### config.mk
export PLATFORM = sky130hd
export DESIGN_NAME = io_chan_proc
export DESIGN_NICKNAME = d
export VERILOG_FILES = /design/src/rtl/io_chan_proc.sv
export SDC_FILE = /design/constraint.sdc
export NUM_CORES = 1
export LEC_CHECK = 0
export ABC_AREA = 1
export BUFFER_PORTS_ARGS = -buffer_cell sky130_fd_sc_hd__buf_2
export CAP_MARGIN = 20
export CORE_ASPECT_RATIO = 0.7
export CORE_MARGIN = 2
export CORE_UTILIZATION = 40
export CTS_BUF_LIST = sky130_fd_sc_hd__clkbuf_16
export DETAILED_ROUTE_END_ITERATION = 8
export PLACE_DENSITY = 0.57
export REMOVE_ABC_BUFFERS = 1
export SLEW_MARGIN = 40
export SYNTH_ARGS = -nofsm -noshare
export SYNTH_HDL_FRONTEND = slang
export SYNTH_SLANG_ARGS = --single-unit
### constraint.sdc
create_clock -name clk -period 8.21 [get_ports clk]
set_clock_uncertainty 0.2 [all_clocks]
set_input_delay 0.821 -clock clk [delete_from_list [all_inputs] [get_ports clk]]
set_output_delay 0.821 -clock clk [all_outputs]
set_load 0.01 [all_outputs]
### src/rtl/io_chan_proc.sv
module io_chan_proc #(
  parameter int AW  = 21,
  parameter int CW  = 16,
  parameter int TMO = 32
) (
  input  logic          clk,
  input  logic          rst_n,
  input  logic          cmd_valid,
  input  logic [1:0]    cmd_op,
  input  logic [AW-1:0] cmd_addr,
  output logic          mem_req,
  output logic          mem_we,
  output logic [AW-1:0] mem_addr,
  output logic [39:0]   mem_wdata,
  input  logic          mem_gnt,
  input  logic [39:0]   mem_rdata,
  input  logic          din_valid,
  output logic          din_ready,
  input  logic [7:0]    din_data,
  output logic          dout_valid,
  input  logic          dout_ready,
  output logic [7:0]    dout_data,
  output logic          irq
);
  localparam int TW = $clog2(TMO + 1);

  typedef enum logic [2:0] {S_IDLE, S_FETCH, S_FWAIT, S_RX, S_WR, S_RD, S_RWAIT, S_TX} st_t;

  st_t           st;
  logic [AW-1:0] pc, addr, stat_addr;
  logic [CW-1:0] cnt;
  logic [2:0]    bidx;
  logic [39:0]   buf_q;
  logic [TW-1:0] tmo;
  logic          chain, ovl, done, err, stat_pend, stat_clr, hold, hold_stat;

  wire eng_req  = (st == S_FETCH) || (st == S_WR) || (st == S_RD);
  wire use_stat = hold ? hold_stat : (stat_pend && !eng_req);
  wire eng_gnt  = mem_gnt && eng_req && !use_stat;
  wire stat_gnt = mem_gnt && use_stat;
  wire [39:0] status = {35'b0, err, done, st == S_IDLE, st != S_IDLE, ovl};
  wire stalled  = (tmo == TW'(TMO - 1));

  assign mem_req    = eng_req || stat_pend;
  assign mem_we     = use_stat || (st == S_WR);
  assign mem_addr   = use_stat ? stat_addr : ((st == S_FETCH) ? pc : addr);
  assign mem_wdata  = use_stat ? status : buf_q;
  assign din_ready  = (st == S_RX);
  assign dout_valid = (st == S_TX);
  assign dout_data  = buf_q[8*(3'd4 - bidx) +: 8];

  wire din_fire  = din_valid && din_ready;
  wire dout_fire = dout_valid && dout_ready;

  always_ff @(posedge clk) begin
    if (!rst_n) begin
      st <= S_IDLE; pc <= '0; addr <= '0; stat_addr <= '0; cnt <= '0; bidx <= '0;
      buf_q <= '0; tmo <= '0; chain <= 1'b0; ovl <= 1'b0; done <= 1'b0; err <= 1'b0;
      stat_pend <= 1'b0; stat_clr <= 1'b0; hold <= 1'b0; hold_stat <= 1'b0; irq <= 1'b0;
    end else begin
      hold      <= mem_req && !mem_gnt;
      hold_stat <= use_stat;
      if (stat_gnt) begin
        stat_pend <= 1'b0; ovl <= 1'b0; stat_clr <= 1'b0;
        if (stat_clr) irq <= 1'b0;
      end
      case (st)
        S_FETCH: if (eng_gnt) begin pc <= pc + AW'(1); st <= S_FWAIT; end
        S_FWAIT: begin
          chain <= mem_rdata[37];
          addr  <= mem_rdata[AW+CW-1:CW];
          cnt   <= mem_rdata[CW-1:0];
          bidx  <= '0; buf_q <= '0; tmo <= '0;
          if (mem_rdata[39]) begin st <= S_IDLE; irq <= 1'b1; done <= 1'b1; end
          else if (mem_rdata[CW-1:0] == '0) begin
            if (mem_rdata[37]) st <= S_FETCH;
            else begin st <= S_IDLE; irq <= 1'b1; done <= 1'b1; end
          end else st <= mem_rdata[38] ? S_RD : S_RX;
        end
        S_RX: begin
          if (din_fire) begin
            buf_q[8*(3'd4 - bidx) +: 8] <= din_data;
            cnt <= cnt - CW'(1); tmo <= '0;
            if (bidx == 3'd4 || cnt == CW'(1)) st <= S_WR;
            else bidx <= bidx + 3'd1;
          end else if (stalled) begin st <= S_IDLE; irq <= 1'b1; err <= 1'b1; end
          else tmo <= tmo + TW'(1);
        end
        S_WR: if (eng_gnt) begin
          addr <= addr + AW'(1); buf_q <= '0; bidx <= '0; tmo <= '0;
          if (cnt != '0) st <= S_RX;
          else if (chain) st <= S_FETCH;
          else begin st <= S_IDLE; irq <= 1'b1; done <= 1'b1; end
        end
        S_RD: if (eng_gnt) st <= S_RWAIT;
        S_RWAIT: begin
          buf_q <= mem_rdata; addr <= addr + AW'(1); bidx <= '0; tmo <= '0; st <= S_TX;
        end
        S_TX: begin
          if (dout_fire) begin
            cnt <= cnt - CW'(1); tmo <= '0;
            if (cnt == CW'(1)) begin
              if (chain) st <= S_FETCH;
              else begin st <= S_IDLE; irq <= 1'b1; done <= 1'b1; end
            end else if (bidx == 3'd4) st <= S_RD;
            else bidx <= bidx + 3'd1;
          end else if (stalled) begin st <= S_IDLE; irq <= 1'b1; err <= 1'b1; end
          else tmo <= tmo + TW'(1);
        end
        default: ;
      endcase
      if (cmd_valid) begin
        if (cmd_op == 2'd1 || cmd_op == 2'd3) begin
          stat_pend <= 1'b1;
          if (!stat_pend || stat_gnt) stat_addr <= cmd_addr;
          if (cmd_op == 2'd3) stat_clr <= 1'b1;
        end else if (cmd_op == 2'd2) begin
          if (st == S_IDLE) begin pc <= cmd_addr; st <= S_FETCH; done <= 1'b0; err <= 1'b0; end
          else ovl <= 1'b1;
        end
      end
    end
  end


  req_hold_chk: assert property (@(posedge clk) disable iff (!rst_n)
    (mem_req && !mem_gnt) |=> (mem_req && $stable(mem_addr) && $stable(mem_we)));


  irq_clear_chk: assert property (@(posedge clk) disable iff (!rst_n)
    $fell(irq) |-> $past(mem_gnt && use_stat));


  irq_raise_chk: assert property (@(posedge clk) disable iff (!rst_n)
    $rose(irq) |-> (st == S_IDLE));


  dout_hold_chk: assert property (@(posedge clk) disable iff (!rst_n)
    (dout_valid && !dout_ready) |=> (!dout_valid || $stable(dout_data)));


  bidx_range_chk: assert property (@(posedge clk) disable iff (!rst_n)
    (st == S_RX || st == S_TX) |-> (bidx <= 3'd4));
endmodule

Word level (Yosys, flattened, before mapping)
Cells that the tools add are included.

cells by class
  divide/modulo/power cells = 0
  bitwise logic cells = 0
  shift-type cells = 3
  reduce and logical (&&, ||, !) cells = 33
  equality and inequality tests = 19
  add/sub/neg operators = 7
  multiply operators = 0
  mux-type cells = 97
  order comparisons = 0

operators by type and width
  kind                       count
  $mux W21                   9
  $pmux W40 S4               1
  $mux W40                   3
  $mux W3                    22
  $pmux W21 S3               1
  $pmux W16 S3               1
  $mux W1                    46
  $add A21 B1 Y21 const B    2
  $bwmux W40                 1
  $shift A8 B34 Y40 const A  1
  $shiftx A40 B33 Y8         1
  $shiftx A8 B34 Y40         1
  $neg A32 Y34               1
  $mux W16                   2
  $mux W6                    4
  $pmux W6 S4                1
  $pmux W3 S7                1
  $eq A16 B1 Y1 const B      1
  $logic_not A16 Y1          1
  $reduce_bool A16 Y1        1
  $sub A16 B1 Y16 const B    1
  $eq A3 B3 Y1 const B       5
  $pmux W3 S4                1
  $reduce_and A3 Y1          3
  23 further kinds           48

storage, ports and cells
  memory bits (writable) = 0
  register bits = 140
  memories kept = 0
  latch bits = 0
  output and inout port bits = 74
  bits in read-only memories = 0

Longest topological paths before layout
  depth after elaboration = 14
  mapped depth = 19

Worst setup path before layout
No wires, ideal clock.

  path kind = flip-flop to flip-flop
  start point = register bidx[0]
  end point = register buf_q[4]
  arrival time = 3.086 ns
  setup slack = 4.791 ns
  cell stages (with the launch flop) = 20
  path through = dfxtp_1 > buf_2 > inv_2 > clkbuf_1 > ha_1 > ha_1 > buf_2 > clkinv_1 > nand2_1 > nor2_1 > inv_1 > ha_1 > buf_1 > nand2_1 > nor4_1 > nand2_1 > nand2_1 > nand2_1 > nand2_1 > a21oi_1

between the ends
  cells in the longest elaborated chain, start to end = 6
  elaborated cells between the ends (all ways) = 7
  those cells by class = add/sub (2); shift (2); mux (3)

RTL lines
  element                                                  line  source
  start, declared                                          32    logic [2:0] bidx;
  start signal, assigned                                   85    else bidx <= bidx + 3'd1;
  start signal, assigned                                   106   else bidx <= bidx + 3'd1;
  $sub A3 B3 Y4 (*)                                        82    buf_q[8*(3'd4 - bidx) +: 8] <= din_data;
  $neg A32 Y34 (*)                                         82
  $shiftx A8 B34 Y40 or $shift A8 B34 Y40 (tied branches)  82
  $bwmux W40 (*)                                           82
  $mux W40 (*)                                             81    if (din_fire) begin
  $pmux W40 S4 (*)                                         67    case (st)
  end signal, assigned by index                            82
  end, declared                                            33    logic [39:0] buf_q;

Mark *: on every way between the ends. The rest lies on a longest branch, timed or not. The select of a mux whose other input is x is not followed.
A chain may end at the register's enable or synchronous reset.

Worst setup path after layout
  start point = register bidx[0]
  end point = register buf_q[15]

Same word-level chain as after synthesis.

==> impl_metrics.csv <==
group,metric,value,unit
timing,finalMaxSlewViolations,0,
yosys,synthesis.area,0.009138,mm²
final_layout,diodes,0,
placement,place_ws,4.050,ns
routing,drtIter0Drc,1179,
setup_path,startpoint,"bidx[0]$_SDFFE_PN0P_",
final_layout,area_growth_syn_to_layout,17.14,%
floorplanning,die-area,0.02409,mm²
yosys,ys_ff_latch,140,
setup_path,worstSetupPathType,"flop to flop",
power,power_frac_clock,49.7,%
routing,routedWlPerCell,16.99,µm
timing,min_period,4.296,ns
cts,clock_path_buffers,2,
outcome,outcome,"complete, no violations",
timing,worst_slack,3.914,ns
routing,drc,0,
yosys,synth_cell_type_count,44,
cts,clkTransAtPathRegs,0.07,ns
setup_path,crit_fanout,38,
setup_path,cp.required,8.34,ns
global_route,overflow,0,
floorplanning,core_area,0.02256,mm²
yosys,synth_top_area_share,30.67,%
yosys,synth.area.top_cells,"dfxtp_1 31%, nand2_1 13%, inv_1 8.7%",
timing,finalSetupTns,0,ns
cts,cts_buffers,17,
floorplanning,die_h,130.5,µm
cts,cts_hold_buf,0,
cts,cts_sinks,140,
cts,clk_latency,0.43,ns
timing,worstMarginPinSlew,0.8331,ns
cts,cts_tree,"yes",
final_layout,drive_gt1_share,13.66,%
global_route,grt_use_met2,37.02,%
cts,cts_resized,0,
routing,wirelength,33290,µm
timing,hold_violations,0,
power,p_per_area,155.5,mW/mm²
final_layout,nets,1724,
final_layout,final_core_util,47.44,%
setup_path,r2r_slack,3.91,ns
routing,antenna_left,0,
global_route,gr-usage-met1,43.84,%
timing,fin_hold_ws,0.2672,ns
floorplanning,fp-row-count,46,
power,share_seq_of_total_power,42.2,%
hold_path,min_path_type,"flop to flop",
timing,timing.final.crit_share,52.32,%
global_route,grt_pass1_vias,9190,
yosys,yosys_warnings,0,
placement,dpl.hpwl,24560,µm
placement,place_congestion,0.9562,
timing,rsz0062_at_grt,"no",
final_layout,multi_input_area,0.005219,mm²
global_route,grt_pass1_wl,51030,µm
cts,cts-root-buf,"clkbuf_16",
yosys,ys.flop_type,"dfxtp_1",
setup_path,end_kind,"flop",
setup_path,cp-start-kind,"flop",
floorplanning,die_width,184.7,µm
global_route,grt_max_degree,75,
yosys,synth_top_cell_by_area,"dfxtp_1",
power,p_int,1.220,mW
floorplanning,initial_utilization,40.50,%
power,peakVddDrop,0.0001495,V
yosys,ys_seq_area_share,30.67,%
yosys,synth_edf_count,0,
timing,fmax,232.8,MHz
global_route,gr-usage-met3,5.682,%
routing,vias,10350,
timing,maxSlewHeadroom,44.46,%
global_route,busiest_layer,"met1",
yosys,synthArstFlopShare,0,%
final_layout,regArea,0.002803,mm²
cts,htree_levels,4,
placement,port_buffers,150,
power,power_leakage,4.783,nW
setup_path,worstPathArrival,4.43,ns
routing,drt-pass1-iter-count,5,
power,combPwrFrac,8.1,%
hold_path,hp-start,"buf_q[2]$_SDFFE_PN0P_",
yosys,avgSynthCellArea,6.000,µm²
run,drv_cap,0,
final_layout,num-fill-cells,2476,
floorplanning,io_pins,151,
power,swShare,26.71,%
timing,setup_viol,0,
cts,postCtsSetupBuffers,0,
global_route,grt_antenna_before_repair,0,
power,power.switching,444.6,µW
routing,viasPerCell,5.281,
yosys,syn_inst,1523,
setup_path,r2r-start,"bidx[0]$_SDFFE_PN0P_",
global_route,grt_use_total,27.37,%
-- per-layer routing --
layer  share of wire, %  up-vias
li1                   -     5190
met1                 51     4750
met2                 39      386
met3                8.8       20
met4               0.73        0
met5                  0        -
-- cells by family after synthesis --
logic type | Yosys count | synth area share (%)
flops | 140 | 30.67
buf+inv | 295 | 12.41
compound gates | 357 | 20.87
fa+ha+maj | 13 | 1.780
simple gates | 701 | 32.64
xor+xnor | 17 | 1.629
-- per-stage QoR --
step	area [µm²]	instances	power [mW]
after global placement	10090	1927	0.8507
final	10700	1959	1.665
after CTS	10700	1959	1.674
after floorplan	8852	1454	0.7810
after detailed placement	10090	1927	0.8513
after global routing	10700	1959	1.719
-- cells in the final DEF (no fill, tap or decap), types with 2 or more instances in the layout --
cell          n
a211oi_1      3
a21oi_1     139
a21oi_2       2
a31oi_1      30
buf_2       150
buf_4        11
bufinv_16     3
clkbuf_16    17
clkinv_1      5
clkinv_2      2
clkinvlp_4    4
dfxtp_1     140
ha_1         13
inv_1       212
inv_2         9
inv_6         4
nand2_1     307
nand3_1      79
nand3b_1      4
nand4_1      54
nor2_1      210
nor2_2        6
nor2_4        2
nor3_1       22
nor4_1        2
o211ai_1      8
o21a_1        3
o21ai_0     140
o21ai_1      16
o21bai_1      2
o22ai_1       9
or2_2         6
xnor2_1       4
xor2_1       13
-- worst max-delay path, cell delays in order (launching register included) --
cell and delay [ns]:
dfxtp_1 0.30, buf_4 0.33, inv_2 0.32, ha_1 0.34
ha_1 0.46, clkinv_1 0.30, nand2_1 0.17, ha_1 0.27
nor3_1 0.19, inv_1 0.08, nor2_1 0.47, inv_1 0.11
a21oi_2 0.37, nor2_1 0.09, o21ai_1 0.14, inv_1 0.05
-- synth_stat cells, drive strengths merged, types with 4 or more instances --
cell type	count
clkbuf	43
xor2	13
ha	13
buf	26
a21oi	141
nand4	54
o22ai	9
or2	6
nand3b	4
dfxtp	140
clkinv	5
inv	221
xnor2	4
a31oi	30
o211ai	8
o21ai	158
nand2	309
nor2	218
nor3	23
nand3	80
-- cell type report --
| class | instances | share of cell area, % |
|---|---|---|
| sequential | 140 | 26.18 |
| timing repair buffer | 161 | 7.785 |
| multi-input combinational | 1088 | 48.76 |
| inverter | 226 | 7.925 |
| tap | 312 | 3.647 |
| clock buffer | 17 | 3.974 |
| clock inverter | 15 | 1.730 |
-- state kept, by name, indices dropped and copies added, names as in the netlist --
signal	flops
addr	21
bidx	3
buf_q	40
chain	1
cnt	16
done	1
err	1
hold	1
hold_stat	1
irq	1
ovl	1
pc	21
st	3
stat_addr	21
stat_clr	1
stat_pend	1
tmo	6
-- final timing paths --
| check | endpoint | cells past startpoint |
|---|---|---|
| setup / recovery | buf_q[15]$_SDFFE_PN0P_ | 15 |
| hold / removal | buf_q[2]$_SDFFE_PN0P_ | 2 |
| hold reg to reg | buf_q[2]$_SDFFE_PN0P_ | 2 |
| setup reg to reg | buf_q[15]$_SDFFE_PN0P_ | 15 |
-- power groups by stage --
stage / logic [mW] / clock network, mW / registers [mW]
after global placement: 0.133 / 0 / 0.718
after detailed placement: 0.133 / 0 / 0.718
after CTS: 0.134 / 0.838 / 0.703
after global routing: 0.150 / 0.864 / 0.705
after floorplan: 0.0658 / 0 / 0.715
final: 0.135 / 0.827 / 0.703
Power figures use the tool's default switching activity.
